===== config.mk =====
export PLATFORM = sky130hd
export DESIGN_NAME = bat_xlate_top
export DESIGN_NICKNAME = d
export VERILOG_FILES = /design/src/rtl/bat_xlate_pkg.sv /design/src/rtl/bat_regfile.sv /design/src/rtl/bat_entry_eval.sv /design/src/rtl/bat_pick.sv /design/src/rtl/bat_xlate_top.sv
export SDC_FILE = /design/constraint.sdc
export NUM_CORES = 1
export LEC_CHECK = 0
export ABC_AREA = 1
export BUFFER_PORTS_ARGS = -buffer_cell sky130_fd_sc_hd__buf_2
export CAP_MARGIN = 25
export CORE_MARGIN = 4
export CORE_UTILIZATION = 50
export DETAILED_ROUTE_END_ITERATION = 10
export GPL_ROUTABILITY_DRIVEN = 0
export PLACE_DENSITY_LB_ADDON = 0.2
export SETUP_SLACK_MARGIN = 0.05
export SYNTH_ARGS = -nofsm -noshare
export SYNTH_HDL_FRONTEND = slang
export SYNTH_HIERARCHICAL = 1
export SYNTH_SLANG_ARGS = --single-unit

===== constraint.sdc =====
create_clock -name clk -period 5.78 [get_ports clk]
set_input_delay 1.156 -clock clk [delete_from_list [all_inputs] [get_ports clk]]
set_output_delay 1.156 -clock clk [all_outputs]
set_load 0.005 [all_outputs]

===== src/rtl/bat_xlate_pkg.sv =====
package bat_xlate_pkg;

    typedef enum logic [1:0] {
        ACC_FETCH = 2'd0,
        ACC_LOAD  = 2'd1,
        ACC_STORE = 2'd2,
        ACC_OTHER = 2'd3
    } acc_e;

    typedef struct packed {
        logic rd;
        logic wr;
        logic ex;
    } rights_t;

    typedef struct packed {
        logic        valid;
        logic        hit;
        logic [31:0] pa;
        rights_t     rights;
    } resp_t;

    // Key/protection table used by the legacy entry format
    function automatic rights_t key_rights(input logic key, input logic [1:0] pp);
        rights_t r;
        r.ex = 1'b1;
        if (key) begin
            r.rd = (pp != 2'd0);
            r.wr = (pp == 2'd2);
        end else begin
            r.rd = 1'b1;
            r.wr = (pp != 2'd3);
        end
        return r;
    endfunction

endpackage


===== src/rtl/bat_regfile.sv =====
module bat_regfile #(
    parameter int ENTRIES = 4,
    parameter int IDXW    = (ENTRIES > 1) ? $clog2(ENTRIES) : 1
) (
    input  logic                          clk,
    input  logic                          rst_n,
    input  logic                          wr_en,
    input  logic                          wr_bank,
    input  logic [IDXW-1:0]               wr_idx,
    input  logic                          wr_upper,
    input  logic [31:0]                   wr_data,
    input  logic                          sel_instr,
    output logic [ENTRIES-1:0][31:0]      upper_o,
    output logic [ENTRIES-1:0][31:0]      lower_o
);

    localparam logic [IDXW-1:0] LAST_IDX = IDXW'(ENTRIES - 1);

    typedef struct packed {
        logic [1:0][ENTRIES-1:0][31:0] up;
        logic [1:0][ENTRIES-1:0][31:0] lo;
    } store_t;

    store_t st_d, st_q;

    always_comb begin
        st_d = st_q;
        if (wr_en && (wr_idx <= LAST_IDX)) begin
            if (wr_upper) begin
                st_d.up[wr_bank][wr_idx] = wr_data;
            end else begin
                st_d.lo[wr_bank][wr_idx] = wr_data;
            end
        end
    end

    always_ff @(posedge clk or negedge rst_n) begin
        if (!rst_n) begin
            st_q <= '0;
        end else begin
            st_q <= st_d;
        end
    end

    assign upper_o = st_q.up[sel_instr];
    assign lower_o = st_q.lo[sel_instr];

    // an accepted write lands in the addressed word
    a_r12_write_lands: assert property (@(posedge clk) disable iff (!rst_n)
        (wr_en && wr_upper && (wr_idx <= LAST_IDX)) |=>
            (st_q.up[$past(wr_bank)][$past(wr_idx)] == $past(wr_data)));

    a_r12_write_lands_low: assert property (@(posedge clk) disable iff (!rst_n)
        (wr_en && !wr_upper && (wr_idx <= LAST_IDX)) |=>
            (st_q.lo[$past(wr_bank)][$past(wr_idx)] == $past(wr_data)));

endmodule


===== src/rtl/bat_entry_eval.sv =====
module bat_entry_eval
    import bat_xlate_pkg::*;
(
    input  logic [31:0] upper,
    input  logic [31:0] lower,
    input  logic [31:12] ea,
    input  logic        user,
    input  logic        legacy,
    input  logic        enabled,
    output logic        hit,
    output logic [31:0] pa,
    output rights_t     rights
);

    logic [14:0] mask;
    logic        valid;
    logic [14:0] page;
    logic        unused_bits;

    assign page        = upper[31:17];
    assign unused_bits = ^{upper[16:13], lower[16:7]};

    always_comb begin
        if (legacy) begin
            valid  = lower[6];
            mask   = {9'h1FF, ~lower[5:0]};
            rights = key_rights(user ? upper[2] : upper[3], upper[1:0]);
        end else begin
            valid     = user ? upper[0] : upper[1];
            mask      = {4'hF, ~upper[12:2]};
            rights.rd = (lower[1:0] != 2'd0);
            rights.wr = (lower[1:0] == 2'd2);
            rights.ex = (lower[1:0] != 2'd0);
        end
        hit = enabled && valid && ((ea[31:17] & mask) == page);
        pa  = {(lower[31:17] & mask) | (ea[31:17] & ~mask), ea[16:12], 12'h000};
    end

endmodule


===== src/rtl/bat_pick.sv =====
module bat_pick
    import bat_xlate_pkg::*;
#(
    parameter int ENTRIES = 4
) (
    input  logic [ENTRIES-1:0]        hit_v,
    input  logic [ENTRIES-1:0][31:0]  pa_v,
    input  rights_t [ENTRIES-1:0]     rt_v,
    output logic                      any_hit,
    output logic [31:0]               pa,
    output rights_t                   rights
);

    logic [ENTRIES-1:0] grant;

    always_comb begin
        any_hit = 1'b0;
        grant   = '0;
        pa      = '0;
        rights  = '0;
        for (int i = 0; i < ENTRIES; i++) begin
            if (hit_v[i] && !any_hit) begin
                any_hit  = 1'b1;
                grant[i] = 1'b1;
                pa       = pa_v[i];
                rights   = rt_v[i];
            end
        end
    end

    // at most one entry is granted, and a grant exists whenever any matched
    always_comb begin
        a_r10_single_grant: assert ($onehot0(grant));
        a_r10_grant_iff_hit: assert ((|grant) == (|hit_v));
    end

endmodule


===== src/rtl/bat_xlate_top.sv =====
module bat_xlate_top
    import bat_xlate_pkg::*;
#(
    parameter int ENTRIES = 4,
    parameter int IDXW    = (ENTRIES > 1) ? $clog2(ENTRIES) : 1,
    parameter int CNTW    = $clog2(ENTRIES + 1)
) (
    input  logic             clk,
    input  logic             rst_n,
    input  logic             wr_en,
    input  logic             wr_bank,
    input  logic [IDXW-1:0]  wr_idx,
    input  logic             wr_upper,
    input  logic [31:0]      wr_data,
    input  logic             cfg_legacy,
    input  logic [CNTW-1:0]  cfg_active,
    input  logic             req_valid,
    input  logic [31:0]      req_ea,
    input  logic [1:0]       req_type,
    input  logic             req_user,
    output logic             rsp_valid,
    output logic             rsp_hit,
    output logic [31:0]      rsp_pa,
    output logic             rsp_rd,
    output logic             rsp_wr,
    output logic             rsp_ex
);

    logic                     sel_instr;
    logic [ENTRIES-1:0][31:0] upper_w;
    logic [ENTRIES-1:0][31:0] lower_w;
    logic [ENTRIES-1:0]       hit_v;
    logic [ENTRIES-1:0][31:0] pa_v;
    rights_t [ENTRIES-1:0]    rt_v;
    logic                     any_hit;
    logic [31:0]              win_pa;
    rights_t                  win_rt;
    logic                     unused_offset;
    resp_t                    rsp_d, rsp_q;

    assign sel_instr     = (acc_e'(req_type) == ACC_FETCH);
    assign unused_offset = ^req_ea[11:0];

    bat_regfile #(.ENTRIES(ENTRIES), .IDXW(IDXW)) u_regs (
        .clk       (clk),
        .rst_n     (rst_n),
        .wr_en     (wr_en),
        .wr_bank   (wr_bank),
        .wr_idx    (wr_idx),
        .wr_upper  (wr_upper),
        .wr_data   (wr_data),
        .sel_instr (sel_instr),
        .upper_o   (upper_w),
        .lower_o   (lower_w)
    );

    for (genvar g = 0; g < ENTRIES; g++) begin : g_entry
        bat_entry_eval u_eval (
            .upper   (upper_w[g]),
            .lower   (lower_w[g]),
            .ea      (req_ea[31:12]),
            .user    (req_user),
            .legacy  (cfg_legacy),
            .enabled (cfg_active > CNTW'(g)),
            .hit     (hit_v[g]),
            .pa      (pa_v[g]),
            .rights  (rt_v[g])
        );
    end

    bat_pick #(.ENTRIES(ENTRIES)) u_pick (
        .hit_v   (hit_v),
        .pa_v    (pa_v),
        .rt_v    (rt_v),
        .any_hit (any_hit),
        .pa      (win_pa),
        .rights  (win_rt)
    );

    always_comb begin
        rsp_d = '0;
        if (req_valid) begin
            rsp_d.valid = 1'b1;
            if (any_hit) begin
                rsp_d.hit    = 1'b1;
                rsp_d.pa     = win_pa;
                rsp_d.rights = win_rt;
            end
        end
    end

    always_ff @(posedge clk or negedge rst_n) begin
        if (!rst_n) begin
            rsp_q <= '0;
        end else begin
            rsp_q <= rsp_d;
        end
    end

    assign rsp_valid = rsp_q.valid;
    assign rsp_hit   = rsp_q.hit;
    assign rsp_pa    = rsp_q.pa;
    assign rsp_rd    = rsp_q.rights.rd;
    assign rsp_wr    = rsp_q.rights.wr;
    assign rsp_ex    = rsp_q.rights.ex;

    // response strobe trails the request by one cycle
    a_r11_valid_follows: assert property (@(posedge clk) disable iff (!rst_n)
        req_valid |=> rsp_valid);
    a_r11_idle_follows: assert property (@(posedge clk) disable iff (!rst_n)
        !req_valid |=> !rsp_valid);
    // a miss carries no address and no rights
    a_r11_miss_quiet: assert property (@(posedge clk) disable iff (!rst_n)
        !rsp_hit |-> (rsp_pa == 32'h0 && !rsp_rd && !rsp_wr && !rsp_ex));
    // real address is page aligned
    a_r5_page_aligned: assert property (@(posedge clk) disable iff (!rst_n)
        rsp_pa[11:0] == 12'h000);
    // write right never comes without read right
    a_r6_write_needs_read: assert property (@(posedge clk) disable iff (!rst_n)
        rsp_wr |-> rsp_rd);
    // legacy hits always allow execute
    a_r8_legacy_exec: assert property (@(posedge clk) disable iff (!rst_n)
        (req_valid && cfg_legacy) |=> (!rsp_hit || rsp_ex));
    // an empty search never hits
    a_r9_empty_misses: assert property (@(posedge clk) disable iff (!rst_n)
        (cfg_active == '0) |=> !rsp_hit);

endmodule


# Word-level counts from Yosys, hierarchy flattened
# Cells that the tools add are included.
[totals]
regBits = 549
output_inout_bits = 37
[classes]
bitwise = 29
n_lt_le_gt_ge = 10
reduce_logical = 28
eq_ne = 16
muxes = 48
[ops]
columns = ["op", "count"]
rows = [
  ["$mux W128", 5],
  ["$bwmux W256", 2],
  ["$and A15 B15 Y15", 12],
  ["$mux W32", 5],
  ["$demux W128 S1", 1],
  ["$demux W32 S2", 1],
  ["$eq A15 B15 Y1", 4],
  ["$not A15 Y15", 4],
  ["$or A15 B15 Y15", 4],
  ["$mux W11", 4],
  ["$not A11 Y11", 4],
  ["$mux W37", 1],
  ["$mux W36", 1],
  ["$mux W3", 8],
  ["$not A6 Y6", 4],
  ["$eq A2 B2 Y1 const B", 8],
  ["$mux W1", 16],
  ["$reduce_bool A2 Y1", 8],
  ["$logic_and A1 B1 Y1", 14],
  ["$mux W2", 4],
  ["$ne A2 B2 Y1 const B", 4],
  ["$gt A3 B1 Y1 const B", 2],
  ["$gt A3 B2 Y1 const B", 2],
  ["$lt A1 B2 Y1 const B", 2],
  ["other kinds (8)", 11],
]

# Depth between registers and ports, before layout
# Gate-level depths: netlist (run 1).
[depth]
depth_word = 20
ltp_mapped = 21

# Hierarchy
# Netlist (run 1), hierarchy kept.
[modules_own_cells]
columns = ["mod", "cells_per_inst", "area_per_inst_um2", "n_inst"]
rows = [
  ["bat_regfile", 2595, 23336.1, 1],
  ["bat_entry_eval", 154, 873.3, 4],
  ["bat_pick", 278, 1447.6, 1],
  ["bat_xlate_top", 120, 1275.0, 1],
]

# Worst setup path before layout (run 1)
# OpenSTA, ideal clock, no wires.
[synth_path]
kind = "input-to-reg"
from = "input req_type[1]"
to = "register rsp_q (netlist bit rsp_pa[12])"
arrival_time_ps = 3493
t_required_ps = 5665
setup_slack_ps = 2172
stages = 17
setup_time_ps = 115
path_buffers = 5
cell_sequence = "nor2_1 clkbuf_1 buf_2 mux2_2 nand2_1 nand3_2 o21ai_0 nor2_1 nand3_1 nor2_1 buf_4 nor2_8 buf_6 nand3b_1 nand2_4 buf_6 nor2_1"
[synth_lines]
columns = ["element", "line_no", "text"]
rows = [
  ["start, declared", "bat_xlate_top.sv:19", "input logic [1:0] req_type,"],
  ["end signal, assigned", "bat_xlate_top.sv:96", "rsp_q <= rsp_d;"],
  ["end, declared", "bat_xlate_top.sv:39", "resp_t rsp_d, rsp_q;"],
]

==> impl_metrics.csv, run 1 <==
group,metric,value,unit
clocking,clock-sinks,437,
setup_path,path_cells,"buf_2 -> nor2_4 -> buf_4 -> mux2_2 -> nand2_1 -> nand3_2 -> o21ai_0 -> nor2_1 -> nand3_1 -> nor2_4 -> nor2_8 -> nand3b_1 -> nand2_4 -> nor2_1",
global_routing,grt_pass1_wl,116000,um
floorplanning,die_x,230,um
worst_hold_path,hold_class,"reg2reg",
global_routing,grt_max_degree,107,
power,ir_drop,263,uV
global_routing,gr-usage-all-layers,27.8,%
global_routing,antenna_found_initial,6,
setup_path,critPathRequiredTime,6.24,ns
setup_path,critPathMaxStageDelay,0.59,ns
global_routing,gr-total-overflow,0,
cells_and_area,drive_above_1_share,18.2,%
placed_design,io_buffer_count,99,
global_routing,grt_busiest_layer,"met2",
setup_path,crit_fanout,48,
clocking,cts-root-buf,"clkbuf_16",
floorplanning,initial_core_util,50.5,%
job,cap_violations,0,
timing,hold_slack,0.466,ns
global_routing,grt_pass1_vias,19953,
global_routing,met1_usage,38.8,%
timing,finalSetupViolCount,0,
global_routing,grtUsageMet2,44.0,%
clocking,htreeDepth,2,
floorplanning,core,0.0488,mm2
clocking,insertion_delay,0.60,ns
floorplanning,io_pins,116,
clocking,path_clk_slew,0.06,ns
clocking,cts_buffers,49,
cells_and_area,fin_area,0.0264,mm2
outcome,status,"completed",
synthesis,synth_warnings,6,
routing,remaining_drc_errors,0,
power,p_leak,13.8,nW
routing,wirelength,74800,um
placed_design,dp_cells,3598,
timing,rsz0062_at_grt,"no",
routing,drt_first_iter_violations,1839,
clocking,postCtsSetupBuffers,0,
placed_design,dpl_worst_slack,0.978,ns
routing,vias_per_cell,5.59,
clocking,cts_resized,0,
routing,first_pass_iters,6,
clocking,cts_buffer_depth,3,
placed_design,place_area,0.0248,mm2
synthesis,synth_area,0.0247,mm2
timing,fin_setup_tns,0,ns
routing,postRouteAntennaNets,0,
floorplanning,rows,81,
synthesis,syn_inst,3096,
synthesis,synth_area_per_cell,7.97,um2
floorplanning,die_h,230,um
placed_design,dp_hpwl,46900,um
timing,max_slew.worst_pin.slew,0.931,ns
global_routing,met3_usage,5.56,%
timing,min_period,4.23,ns
cells_and_area,layout.nets,3064,
clocking,cts_tree,"built",
timing,max_freq,236,MHz
setup_path,worstPathArrival,4.69,ns
timing,slew_viol_final,0,
cells_and_area,stdcell_count,3691,
timing,fin_crit_sh,73.2,%
cells_and_area,synthToLayoutAreaGrowth,7.17,%
timing,setup_ws,1.55,ns
power,p_per_area,338,mW/mm2
setup_path,start_kind,"input pin",
floorplanning,die_area,0.0530,mm2
timing,max_slew_margin,37.9,%
routing,wl_per_cell,20.3,um
setup_path,cp-end-kind,"register",
setup_path,crit_path_top_delay_cell,"nor2_8",
timing,hold_viol_final,0,
setup_path,crit_type,"in2reg",
timing,clock_skew,0.0136,ns
routing,vias,20629,
clocking,hold_buffers,0,
## metrics by stage
step	utilization (%)	total power, mW
after CTS	54.1	8.98
after floorplan	-	5.25
final	54.1	8.95
after detailed placement	50.7	5.70
after global routing	54.1	9.40
after global placement	50.6	5.62
## state kept, by name, summed over array words and instances, names as in the netlist
signal and flops:
u_regs/st_q 400, rsp_wr 1, rsp_ex 1, rsp_hit 1, rsp_rd 1, rsp_pa 32, rsp_valid 1
## area by class of cell
type / instances / area (um2)
Timing Repair Buffer: 159 / 1040
Tap cell: 664 / 831
Sequential cell: 437 / 10900
Inverter: 169 / 657
Antenna cell: 3 / 7.51
Fill cell: 4586 / 22400
Multi-Input combinational cell: 2169 / 11300
Clock buffer: 71 / 1480
Clock inverter: 19 / 201
## worst paths after layout
path                                    end  cells after the start        startpoint  slack, ns
hold reg to reg            u_regs/st_q[375]                      2  u_regs/st_q[375]       0.47
hold / removal             u_regs/st_q[375]                      2  u_regs/st_q[375]       0.47
setup / recovery                 rsp_pa[18]                     14       req_type[1]       1.55
max in group asynchronous  u_regs/st_q[166]                      2             rst_n       3.89
setup reg to reg                 rsp_pa[20]                     15  u_regs/st_q[128]       2.80
min in group asynchronous  u_regs/st_q[244]                      1             rst_n       0.57
## critical path, delay by kind of cell
kind | cells | cell delay, ns
AOI/OAI and AO/OA | 1 | 0.26
muxes | 1 | 0.40
and+or+nand+nor | 10 | 2.32
buffers and inverters | 2 | 0.48
## layout by cell type, fill, tap and decap left out, types with 6 or more instances in the layout
cell and count:
a21oi_1 32, nand3_2 28, buf_2 98, nor2_2 9
nand3_1 284, dfrtp_1 437, clkbuf_8 13, nor2_4 8
clkbuf_16 51, o21ai_0 60, clkinv_2 13, conb_1 48
nand4_1 151, o21ai_1 8, nand2_4 29, buf_12 6
inv_1 160, clkbuf_1 7, nor2_1 73, nand2_1 1168
a31oi_1 24, mux2_2 220, buf_4 53
## power breakdown
part / internal (mW) / total, mW / switching, mW
Clock: 1.95 / 3.26 / 1.31
Sequential: 3.63 / 3.92 / 0.288
Combinational: 0.707 / 1.77 / 1.06
Total: 6.29 / 8.95 / 2.66
## metal layers
metal,routed length [um],vias up
met5,0,-
li1,-,9607
met4,2170,0
met1,32200,10102
met3,5780,134
met2,34700,786
No activity file was read; power rests on OpenSTA's default activity.
==> run 2: changes to the inputs <==
==> constraint.sdc (replaced) <==
create_clock -name clk -period 4 [get_ports clk]
set_input_delay 0.8 -clock clk [delete_from_list [all_inputs] [get_ports clk]]
set_output_delay 0.8 -clock clk [all_outputs]
set_load 0.005 [all_outputs]
==> run 2 against run 1 <==
Register-to-register slack got worse by 1.5 ns. Largest power group unchanged. Flip-flop and latch count stayed put. Final cell count grew 1.1%. Critical path type unchanged. Sequential power increased by 45%. Power is 48% higher. Highest routed layer is now met5. Sequential share of layout area shrank 0.75 points. Clock skew is 0.0011 ns higher. Cell area rose by 1.9%. Clock power is 52% higher. Die area stayed put. Utilization is 1.0 points higher.
==> impl_metrics.csv, run 2 (synthesis results as in run 1) <==
group,metric,value,unit
cells_and_area,largest_register,"u_regs/st_q",
cells_and_area,final_cell_mix,"nand2_1, dfrtp_1, nand3_1",
outcome,status,"completed",
clocking,hold_buffers,0,
timing,fin_crit_sh,84.5,%
timing,rsz0062_at_grt,"no",
cells_and_area,synthToLayoutAreaGrowth,9.16,%
setup_path,cp-end-kind,"register",
timing,slew_viol_final,0,
floorplanning,initial_core_util,50.5,%
power,p_per_area,493,mW/mm2
clocking,postCtsSetupBuffers,0,
floorplanning,die_area,0.0530,mm2
cells_and_area,post-route-util,55.1,%
clocking,cts-root-buf,"clkbuf_16",
setup_path,critPathRequiredTime,4.52,ns
timing,max_slew_margin,30.3,%
power,ir_drop,359,uV
timing,max_freq,296,MHz
floorplanning,io_pins,116,
floorplanning,die_h,230,um
power,p_leak,14.0,nW
placed_design,dp_cells,3633,
routing,postRouteAntennaNets,0,
global_routing,antenna_found_initial,4,
cells_and_area,fillCellCount,4474,
routing,wl_per_cell,21.1,um
clocking,path_clk_slew,0.06,ns
cells_and_area,final_common_cell,"nand2_1",
clocking,clock-sinks,437,
setup_path,path_cells,"buf_2 -> nor2_4 -> buf_12 -> buf_12 -> buf_4 -> mux2_2 -> nand2_4 -> nand2_2 -> nand2_1 -> o21ai_1 -> nor2_1 -> nand3_1 -> nor2_2 -> buf_4 -> nand4_1 -> nand3_1 -> inv_1 -> nor2_1",
job,cap_violations,0,
cells_and_area,stdcell_count,3730,
setup_path,start_kind,"input pin",
clocking,htreeDepth,2,
routing,drt_first_iter_violations,2121,
cells_and_area,layout.nets,3101,
timing,hold_viol_final,0,
global_routing,grt_max_degree,121,
cells_and_area,fin_area,0.0269,mm2
setup_path,reg2reg_depth,14,
timing,clock_skew,0.0147,ns
cells_and_area,drive_above_1_share,19.3,%
placed_design,place_area,0.0251,mm2
setup_path,critPathMaxStageDelay,0.39,ns
timing,hold_slack,0.331,ns
floorplanning,die_x,230,um
routing,vias,21094,
clocking,insertion_delay,0.61,ns
floorplanning,rows,81,
global_routing,grt_pass1_wl,122000,um
timing,finalSetupViolCount,0,
setup_path,worstReg2RegStart,"u_regs/st_q[129]",
clocking,cts_buffer_depth,3,
routing,wirelength,78700,um
placed_design,dp_hpwl,50700,um
setup_path,startpoint,"req_type[1]",
timing,min_period,3.38,ns
setup_path,worstPathArrival,3.90,ns
routing,vias_per_cell,5.66,
clocking,cts_resized,0,
global_routing,gr-total-overflow,0,
worst_hold_path,hold_class,"in2async",
global_routing,grt_pass1_vias,20770,
clocking,cts_buffers,51,
timing,max_slew.worst_pin.slew,1.05,ns
floorplanning,core,0.0488,mm2
setup_path,crit_path_top_delay_cell,"mux2_2",
setup_path,crit_type,"in2reg",
placed_design,io_buffer_count,99,
global_routing,gr-usage-all-layers,29.4,%
cells_and_area,largest_reg_flops,400,
timing,fin_setup_tns,0,ns
setup_path,crit_fanout,31,
clocking,cts_tree,"built",
routing,remaining_drc_errors,0,
routing,first_pass_iters,6,
-- run 2: cell types whose count changed in the layout (fill, tap and decap cells not counted), moves of 2 or more --
cell | previous run | this run
buf_4 | 53 | 78
buf_12 | 6 | 17
clkbuf_8 | 13 | 16
nand3_1 | 284 | 286
nand3_2 | 28 | 26
-- run 2: where the power goes --
group	internal, mW	switching, mW	leakage, nW
registers	5.25	0.425	5.60
clock network	3.00	1.97	0.900
logic	1.05	1.59	7.53
-- run 2: cell type report --
class / instances / area (um2) / area share, %
well taps: 664 / 831 / 3.08
clock buffers: 74 / 1540 / 5.73
flip-flops and latches: 437 / 10900 / 40.6
clock inverters: 21 / 249 / 0.924
inverters: 169 / 657 / 2.44
diodes: 2 / 5.00 / 0.0186
repair buffers: 194 / 1430 / 5.31
multi-input cells: 2169 / 11300 / 41.9
-- run 2: layer usage --
layer	part of all wire, %	global-route usage (%)	vias up	wire length [um]
met2	46	47.3	931	36400
met5	0.0089	0	-	7
met4	4.0	11.9	2	3150
li1	-	-	9671	-
met1	42	40.2	10312	32900
met3	7.9	4.39	178	6210
-- run 2: per-stage QoR --
stage / power (mW) / worst slack (ns)
floorplan: 7.59 / 0.748
detailed placement: 8.33 / 0.0967
global route: 13.9 / 0.491
global placement: 8.21 / 0.0861
CTS: 13.3 / 0.697
finish: 13.3 / 0.620
-- run 2: path summary, 6_finish.rpt --
check,end,slack [ns]
max reg2reg,rsp_pa[26],1.25
min reg2reg,u_regs/st_q[252],0.46
max in group asynchronous,u_regs/st_q[350],2.70
min in group clk,rsp_valid,0.35
min,u_regs/st_q[65],0.33
max,rsp_pa[19],0.62
-- run 2: critical path: cells and delay by family --
family / cells / cell delay, ns
and+or+nand+nor: 10 / 1.36
buffers and inverters: 6 / 1.26
muxes: 1 / 0.39
AOI/OAI and AO/OA: 1 / 0.06
